===== src/rtl/gcd_pkg.sv =====
`timescale 1ns/1ps
package gcd_pkg;
  // Default width of the ratio code; ratio = code + 1.
  localparam int DIV_W_DEF  = 3;
  // Default depth of the control synchronizers.
  localparam int SYNC_DEF   = 2;
endpackage


===== src/rtl/gcd_sync.sv =====
`timescale 1ns/1ps
// Multi-stage level synchronizer with asynchronous clear to 0.
module gcd_sync #(
  parameter int STAGES = 2
) (
  input  logic clk_in,
  input  logic arst_n,
  input  logic d,
  output logic q
);
  logic [STAGES-1:0] sq_q;
  logic [STAGES-1:0] sq_d;

  generate
    if (STAGES == 1) begin : g_one
      always_comb sq_d = d;
    end else begin : g_chain
      always_comb sq_d = {sq_q[STAGES-2:0], d};
    end
  endgenerate

  always_ff @(posedge clk_in or negedge arst_n) begin
    if (!arst_n) sq_q <= '0;
    else         sq_q <= sq_d;
  end

  assign q = sq_q[STAGES-1];
endmodule


===== src/rtl/gcd_ctrl.sv =====
`timescale 1ns/1ps
// Control conditioning: masks, enable synchronizer, clear release synchronizer.
module gcd_ctrl #(
  parameter int STAGES = 2
) (
  input  logic clk_in,
  input  logic rst_n,
  input  logic clr,
  input  logic clr_mask,
  input  logic ce,
  input  logic ce_mask,
  output logic run_q,
  output logic clr_done,
  output logic clr_arst_n
);
  logic clr_eff;
  logic ce_eff;

  assign clr_eff    = clr & ~clr_mask;
  assign ce_eff     = ce | ce_mask;
  // Clear asserts asynchronously, together with the block reset.
  assign clr_arst_n = rst_n & ~clr_eff;

  gcd_sync #(.STAGES(STAGES)) u_ce_sync (
    .clk_in (clk_in),
    .arst_n (rst_n),
    .d      (ce_eff),
    .q      (run_q)
  );

  // Release of the clear travels through the chain as a rising level.
  gcd_sync #(.STAGES(STAGES)) u_clr_sync (
    .clk_in (clk_in),
    .arst_n (clr_arst_n),
    .d      (1'b1),
    .q      (clr_done)
  );
endmodule


===== src/rtl/gcd_counter.sv =====
`timescale 1ns/1ps
// Phase counter with ratio latch at wrap and registered divided output.
module gcd_counter #(
  parameter int DIV_W = 3
) (
  input  logic             clk_in,
  input  logic             arst_n,
  input  logic             clr_done,
  input  logic             run_q,
  input  logic [DIV_W-1:0] div_code,
  output logic [DIV_W:0]   cnt_q,
  output logic [DIV_W:0]   ratio_q,
  output logic             out_q,
  output logic             bypass_nx
);
  localparam int RW = DIV_W + 1;

  logic [RW-1:0] new_ratio;
  logic [RW-1:0] cnt_inc;
  logic [RW-1:0] ratio_nx;
  logic [RW-1:0] cnt_d;
  logic [RW-1:0] ratio_d;
  logic          out_d;
  logic          wrap;

  assign new_ratio = {1'b0, div_code} + RW'(1);
  assign cnt_inc   = cnt_q + RW'(1);
  assign wrap      = (cnt_q == ratio_q - RW'(1));
  assign ratio_nx  = wrap ? new_ratio : ratio_q;
  // Ratio that will govern the next rising edge, for the bypass gate.
  assign bypass_nx = clr_done & run_q & (ratio_nx == RW'(1));

  always_comb begin
    cnt_d   = cnt_q;
    ratio_d = ratio_q;
    out_d   = out_q;
    if (!clr_done) begin
      // Preset to the last phase so the first step wraps to a high phase.
      ratio_d = new_ratio;
      cnt_d   = {1'b0, div_code};
      out_d   = 1'b0;
    end else if (run_q) begin
      if (wrap) begin
        ratio_d = new_ratio;
        cnt_d   = '0;
        out_d   = (new_ratio >> 1) != '0;
      end else begin
        cnt_d   = cnt_inc;
        out_d   = cnt_inc < (ratio_q >> 1);
      end
    end
  end

  always_ff @(posedge clk_in or negedge arst_n) begin
    if (!arst_n) begin
      cnt_q   <= '0;
      ratio_q <= RW'(1);
      out_q   <= 1'b0;
    end else begin
      cnt_q   <= cnt_d;
      ratio_q <= ratio_d;
      out_q   <= out_d;
    end
  end
endmodule


===== src/rtl/gcd_outstage.sv =====
`timescale 1ns/1ps
// Output stage: bypass gate updated while the input clock is low.
module gcd_outstage (
  input  logic clk_in,
  input  logic arst_n,
  input  logic bypass_nx,
  input  logic div_out,
  output logic clk_out
);
  logic gate_q;

  always_ff @(negedge clk_in or negedge arst_n) begin
    if (!arst_n) gate_q <= 1'b0;
    else         gate_q <= bypass_nx;
  end

  assign clk_out = (gate_q & clk_in) | div_out;
endmodule


===== src/rtl/gclk_divider.sv =====
`timescale 1ns/1ps
module gclk_divider #(
  parameter int DIV_W  = gcd_pkg::DIV_W_DEF,
  parameter int STAGES = gcd_pkg::SYNC_DEF
) (
  input  logic             clk_in,
  input  logic             rst_n,
  input  logic             clr,
  input  logic             clr_mask,
  input  logic             ce,
  input  logic             ce_mask,
  input  logic [DIV_W-1:0] div_code,
  output logic             clk_out
);
  logic           run_q;
  logic           clr_done;
  logic           clr_arst_n;
  logic [DIV_W:0] cnt_q;
  logic [DIV_W:0] ratio_q;
  logic           out_q;
  logic           bypass_nx;

  gcd_ctrl #(.STAGES(STAGES)) u_ctrl (
    .clk_in     (clk_in),
    .rst_n      (rst_n),
    .clr        (clr),
    .clr_mask   (clr_mask),
    .ce         (ce),
    .ce_mask    (ce_mask),
    .run_q      (run_q),
    .clr_done   (clr_done),
    .clr_arst_n (clr_arst_n)
  );

  gcd_counter #(.DIV_W(DIV_W)) u_cnt (
    .clk_in    (clk_in),
    .arst_n    (clr_arst_n),
    .clr_done  (clr_done),
    .run_q     (run_q),
    .div_code  (div_code),
    .cnt_q     (cnt_q),
    .ratio_q   (ratio_q),
    .out_q     (out_q),
    .bypass_nx (bypass_nx)
  );

  gcd_outstage u_out (
    .clk_in    (clk_in),
    .arst_n    (clr_arst_n),
    .bypass_nx (bypass_nx),
    .div_out   (out_q),
    .clk_out   (clk_out)
  );
endmodule


===== config.mk =====
export PLATFORM = sky130hd
export DESIGN_NAME = gclk_divider
export DESIGN_NICKNAME = d
export VERILOG_FILES = /design/src/rtl/gcd_pkg.sv /design/src/rtl/gcd_sync.sv /design/src/rtl/gcd_ctrl.sv /design/src/rtl/gcd_counter.sv /design/src/rtl/gcd_outstage.sv /design/src/rtl/gclk_divider.sv
export SDC_FILE = /design/constraint.sdc
export NUM_CORES = 1
export LEC_CHECK = 0
export ABC_CLOCK_PERIOD_IN_PS = 4240
export CORE_MARGIN = 2
export CORE_UTILIZATION = 50
export CTS_CLUSTER_SIZE = 12
export DETAILED_ROUTE_END_ITERATION = 8
export PLACE_DENSITY = 0.69
export SYNTH_ARGS = -nofsm -noshare
export SYNTH_HDL_FRONTEND = slang
export SYNTH_HIERARCHICAL = 1
export SYNTH_SLANG_ARGS = --single-unit

===== constraint.sdc =====
create_clock -name clk_in -period 4.24 [get_ports clk_in]
set_input_delay 0.848 -clock clk_in [delete_from_list [all_inputs] [get_ports clk_in]]
set_output_delay 0.848 -clock clk_in [all_outputs]
set_load 0.01 [all_outputs]

### Yosys cells after proc, flatten, opt, wreduce, memory -nomap -nowiden

Cells that the tools add are included.

* register bits after elaboration: 14
* word-level logic and storage cells: 32

* $add $sub $neg: 3
* order comparisons: 1
* equality and inequality tests: 3
* multiplexer cells: 9
* bitwise gates (word level): 9
* reduce and logical (&&, ||, !) cells: 1

Operators by type and width (number)
* $mux W4: 6
* $and A1 B1 Y1: 5
* $add A3 B1 Y4 const B: 1
* $add A4 B1 Y4 const B: 1
* $eq A4 B1 Y1 const B: 1
* $eq A4 B4 Y1: 1
* $lt A4 B3 Y1: 1
* $reduce_bool A4 Y1: 1
* $sub A4 B1 Y4 const B: 1
* $mux W1: 3
* $ne A2 B1 Y1 const B: 1
* $not A1 Y1: 2
* $or A1 B1 Y1: 2

### Logic depth before layout (Yosys ltp)

Gate-level depths: netlist (run 1).

* depth after elaboration: 5
* gate-level depth with buffers: 6
* mapped depth without buffers: 6

### Modules after synthesis

The synthesis (run 1) kept the hierarchy.

By module, submodules not included
* gcd_counter: instances 1, cells each 75, area each 763.2 µm²
* gcd_sync: instances 2, cells each 2, area each 50.0 µm²
* gcd_outstage: instances 1, cells each 2, area each 32.5 µm²
* gcd_ctrl: instances 1, cells each 4, area each 21.3 µm²

==> results of run 1 <==
power groups by stage:
stage	sequential, mW	combinational (mW)	clock (mW)
global route	0.203	0.252	0.169
floorplan	0.186	0.198	0.00612
detailed placement	0.200	0.226	0.0139
finish	0.198	0.230	0.150
CTS	0.198	0.228	0.155
global placement	0.200	0.221	0.0139
metal layers:
metal  vias up  wire length [um]  share of wire (%)  GRT usage [%]
met2        33               824                 47           28.8
met3         2               125                7.1           9.62
met1       319               789                 45           25.2
met5         -                 0                  0              0
met4         0                19                1.1           11.7
li1        331                 -                  -              -
sequential cells by signal (all words and copies together), names as in the netlist:
name	count
u_cnt/ratio_q	4
u_cnt/out_q	1
u_ctrl/u_clr_sync/sq_q	2
u_cnt/cnt_q	4
u_out/gate_q	1
u_ctrl/u_ce_sync/sq_q	2
critical path, delay by kind of cell (launching register included):
family / cells / cell delay [ns]
AO/OA/AOI/OAI: 1 / 0.17
buffers and inverters: 1 / 0.27
flip-flops: 1 / 0.33
through the flow:
step | hold slack, ns | instances
after floorplan | 0.331 | 85
after global placement | 0.335 | 119
after detailed placement | 0.343 | 119
after CTS | 0.363 | 126
after global routing | 0.369 | 126
final | 0.359 | 126
placed cells by master (no fill, tap or decap), drive strengths merged, types with 2 or more instances in the layout:
| cell type | instances |
|---|---|
| xor2 | 7 |
| nor3 | 4 |
| clkdlybuf4s50 | 8 |
| mux2 | 3 |
| and3 | 2 |
| o21ai | 3 |
| dfrtp | 12 |
| buf | 3 |
| ha | 5 |
| a31oi | 3 |
| a21oi | 2 |
| nand2 | 3 |
| a21boi | 2 |
| nor2 | 7 |
| inv | 7 |
| o2111ai | 2 |
| clkbuf | 7 |
| nand4 | 2 |
| nand3 | 3 |
layout make-up:
cell class | instances | area share, %
clock buffer | 8 | 6.14
inverter | 7 | 2.39
multi-input combinational | 61 | 47.3
sequential | 14 | 32.0
tap | 25 | 2.84
timing repair buffer | 11 | 9.33
path summary, 6_finish.rpt:
path                                                start  cells after the start                   endpoint
worst min-delay path            u_ctrl/u_clr_sync/sq_q[0]                      0  u_ctrl/u_clr_sync/sq_q[1]
worst min register to register  u_ctrl/u_clr_sync/sq_q[0]                      0  u_ctrl/u_clr_sync/sq_q[1]
max in group asynchronous                           rst_n                      2               u_out/gate_q
worst max-delay path                         u_out/gate_q                      2                    clk_out
worst max register to register           u_cnt/ratio_q[0]                      6               u_out/gate_q
min in group asynchronous                           rst_n                      1   u_ctrl/u_ce_sync/sq_q[1]
cells by family after synthesis:
family                     Yosys count  share of synthesized area (%)
muxes                                4                           6.00
xor gates and xnor gates             9                           13.5
buffers and inverters               10                           4.91
DFF                                 14                           38.3
and+or+nand+nor                     25                           16.2
other                                1                          0.409
adders and majority gates            5                           6.82
AOI/OAI and AO/OA                   17                           13.8
==> flow_metrics.tcl, run 1 <==
set metrics [dict create \
    syn_nets 99 \
    seqPwrFrac_pct 34.3 \
    seq_area_frac_synth_pct 38.3 \
    cts-resized-gates 1 \
    n_antenna_cell 0 \
    crit_chain "a21o_1 -> dlygate4sd2_1" \
    arrival_ns 3.29 \
    antenna_found_initial 0 \
    slowest_delay_ns 0.33 \
    grt_start_max_net_pins 12 \
    synth.top_cells.by_count "12 x dfrtp_1, 7 x inv_1, 7 x nor2_1" \
    rows 15 \
    hpwl_um 1290 \
    fin_skew_ns 0.0134 \
    core_area_sq_mm 0.00173 \
    peakVddDrop_mv 0.304 \
    synth_area_sq_um 917 \
    worstSetupPathType "flip-flop to primary output" \
    fin_ws_ns 0.106 \
    synthArstFlopShare_pct 100 \
    p_clk_share_pct 25.9 \
    worst_setup_path_start_kind "flip-flop" \
    fp.dieArea_sq_mm 0.00219 \
    setup_viol 0 \
    n_fill_cell 148 \
    antenna_left 0 \
    setup_tns_ns 0 \
    dp_slack_ns 0.00559 \
    synth_area_leader_cell "dfrtp_1" \
    synth_area_per_cell_sq_um 10.8 \
    cts_tree "built" \
    yosys_warnings 6 \
    io_pins 10 \
    wirelength_um 1760 \
    drv_slew 0 \
    final_util_pct 63.7 \
    drc 0 \
    synth_top_area_share_pct 32.7 \
    hold_viol_final 0 \
    multi_input_area_sq_um 520 \
    first_pass_iters 4 \
    hold_class "flip-flop to flip-flop" \
    die_x_um 46.8 \
    nNetsFinal 116 \
    p_int_mw 0.364 \
    critPathMaxFanout 1 \
    p_total_mw 0.578 \
    cts.reportedPaths.clkPinSlew_ns 0.08 \
    synth_seq_cells 14 \
    gp_congestion 0.763 \
    synthFlopType "dfrtp_1" \
    hold_buffers 0 \
    p_per_area_mw_per_mm2 526 \
    synth_edf_count 0 \
    synthCells 85 \
    slowest_stage "dfrtn_1" \
    grt_pass1_vias 651 \
    post_cts_buffers 0 \
    r2r_slack_ns 0.21 \
    worstPathRequired_ns 3.39 \
    crit_path_end_kind "primary output" \
    synth_area_leaders "dfrtp_1 33%, xor2_2 7.1%, ha_1 6.8%" \
    vias 685 \
    yosysUniqueCellTypes 37 \
    finalInstanceArea_sq_mm 0.00110 \
    p_sw_mw 0.215 \
    rsz0062_at_grt "no" \
    area_growth_pct 19.9 \
    numPortBuffers 9 \
    grt-ovfl-total 0 \
    place_area_sq_mm 0.00104 \
    grt_first_pass_wirelength_um 2910 \
    track_usage_pct 20.3 \
    routed_via_density 5.44 \
    seqCellArea_sq_um 352 \
    maxCapViolCount 0 \
    worstSkewPairLatency_ns 0.40 \
    status "complete, no violations" \
    combPwrFrac_pct 39.8 \
    routedWlPerCell_um 14.0 \
    synth_most_common_cell "dfrtp_1" \
    p_leak_nw 0.515 \
    drive_above_1_share_pct 22.8 \
    die_height_um 46.8 \
    drt-initial-drc-count 31 \
    p_sw_share_pct 37.1 \
    start_util_pct 53.1 \
]
Power figures use the tool's default switching activity.
==> inputs of run 2 (changes only) <==
Settings changed: ABC_CLOCK_PERIOD_IN_PS 4240 to 4900, SKIP_LAST_GASP from default to 1.
Clock period 4.24 ns to 4.9 ns, I/O delays scaled along.
==> flow_metrics.tcl, run 2 (synthesis results as in run 1) <==
set metrics [dict create \
    io_pins 10 \
    start_util_pct 53.1 \
    n_antenna_cell 0 \
    track_usage_pct 20.6 \
    maxCapViolCount 0 \
    startpoint "u_out/gate_q" \
    hold_class "flip-flop to flip-flop" \
    grt-ovfl-total 0 \
    crit_path_end_kind "primary output" \
    antenna_left 0 \
    p_per_area_mw_per_mm2 445 \
    path_depth 2 \
    core_area_sq_mm 0.00173 \
    path_buf_inv 1 \
    final_cell_mix "12 x dfrtp_1, 8 x clkdlybuf4s50_1, 7 x inv_1, 7 x nor2_1, 6 x clkbuf_4" \
    p_leak_nw 0.511 \
    cts-resized-gates 0 \
    wirelength_um 1690 \
    final_common_cell "dfrtp_1" \
    drt-initial-drc-count 20 \
    r2r_start "u_cnt/ratio_q[0]" \
    dp_slack_ns 0.111 \
    rr_worst_depth 6 \
    hpwl_um 1330 \
    nNetsFinal 114 \
    crit_end "clk_out" \
    peakVddDrop_mv 0.253 \
    rows 15 \
    post_cts_buffers 0 \
    cts.reportedPaths.clkPinSlew_ns 0.07 \
    slowest_delay_ns 0.33 \
    dp_cells 117 \
    worst_setup_path_start_kind "flip-flop" \
    slowest_stage "dfrtn_1" \
    grt_pass1_vias 692 \
    hold_buffers 0 \
    worstSkewPairLatency_ns 0.39 \
    fin_skew_ns 0.0163 \
    gp_congestion 0.806 \
    area_growth_pct 17.6 \
    finalInstanceArea_sq_mm 0.00108 \
    fp.dieArea_sq_mm 0.00219 \
    crit_family "flip-flops" \
    numPortBuffers 9 \
    reg.largest.list "u_cnt/cnt_q x4, u_cnt/ratio_q x4" \
    antenna_found_initial 0 \
    worstPathRequired_ns 3.92 \
    setup_viol 0 \
    drv_slew 0 \
    die_height_um 46.8 \
    drive_above_1_share_pct 20.2 \
    first_pass_iters 4 \
    worstSetupPathType "flip-flop to primary output" \
    grt_first_pass_wirelength_um 2990 \
    instances_no_fill 124 \
    routed_via_density 5.44 \
    place_area_sq_mm 0.00103 \
    hold_viol_final 0 \
    fin_ws_ns 0.423 \
    cts_tree "built" \
    r2r_slack_ns 0.54 \
    setup_tns_ns 0 \
    crit_chain "a21o_1 -> dlymetal6s2s_1" \
    drc 0 \
    critPathMaxFanout 1 \
    vias 674 \
    routedWlPerCell_um 13.6 \
    final_util_pct 62.5 \
    status "complete, no violations" \
    rsz0062_at_grt "no" \
    die_x_um 46.8 \
    r2r-end "u_out/gate_q" \
    arrival_ns 3.50 \
    grt_start_max_net_pins 13 \
]
==> run 2: cell count changes in the layout (fill, tap and decap cells not counted) <==
cell and delta:
buf_4 -2, clkbuf_1 +1, clkbuf_8 -1, dlygate4sd2_1 -1, dlymetal6s2s_1 +1
==> run 2: power by group <==
part | switching, mW | internal [mW] | leakage, nW
logic | 0.101 | 0.0974 | 0.286
registers | 0.0336 | 0.138 | 0.168
clock network | 0.0448 | 0.0657 | 0.0563
total | 0.179 | 0.301 | 0.511
==> run 2: worst min path at each step <==
| stage | from | to | slack [ns] | cells after the start |
|---|---|---|---|---|
| global route | u_ctrl/u_clr_sync/sq_q[0] | u_ctrl/u_clr_sync/sq_q[1] | 0.37 | 0 |
| global placement | u_ctrl/u_clr_sync/sq_q[0] | u_ctrl/u_clr_sync/sq_q[1] | 0.33 | 0 |
| detailed placement | u_ctrl/u_clr_sync/sq_q[0] | u_ctrl/u_clr_sync/sq_q[1] | 0.34 | 0 |
| floorplan | u_ctrl/u_ce_sync/sq_q[0] | u_ctrl/u_ce_sync/sq_q[1] | 0.33 | 0 |
| finish | u_ctrl/u_ce_sync/sq_q[0] | u_ctrl/u_ce_sync/sq_q[1] | 0.36 | 0 |
| CTS | u_ctrl/u_ce_sync/sq_q[0] | u_ctrl/u_ce_sync/sq_q[1] | 0.36 | 0 |
==> run 2: routing by layer <==
layer	vias up	global-route usage [%]	wire, um
met1	322	24.9	745
met3	2	11.9	101
li1	326	-	-
met2	24	29.0	822
met5	-	0	0
met4	0	11.1	17
==> run 2: cell type report <==
type                       instances  area, sq um
fill                             148          648
clock buffer                       8         61.3
sequential                        14          352
multi-input combinational         61          520
tap                               25         31.3
inverter                           7         26.3
timing repair buffer               9         87.6
==> run 2: stage by stage <==
| step | power, mW | hold WS (ns) |
|---|---|---|
| detailed placement | 0.383 | 0.339 |
| floorplan | 0.338 | 0.331 |
| finish | 0.480 | 0.357 |
| CTS | 0.487 | 0.359 |
| global route | 0.523 | 0.366 |
| global placement | 0.378 | 0.333 |
==> run 2: worst reg2reg max path, stage by stage, from the launching register on <==
cell       delay (ns)
dfstp_2          0.59
inv_1            0.10
ha_1             0.21
xnor3_2          0.42
nand3_4          0.11
o2111ai_1        0.25
a21oi_1          0.10
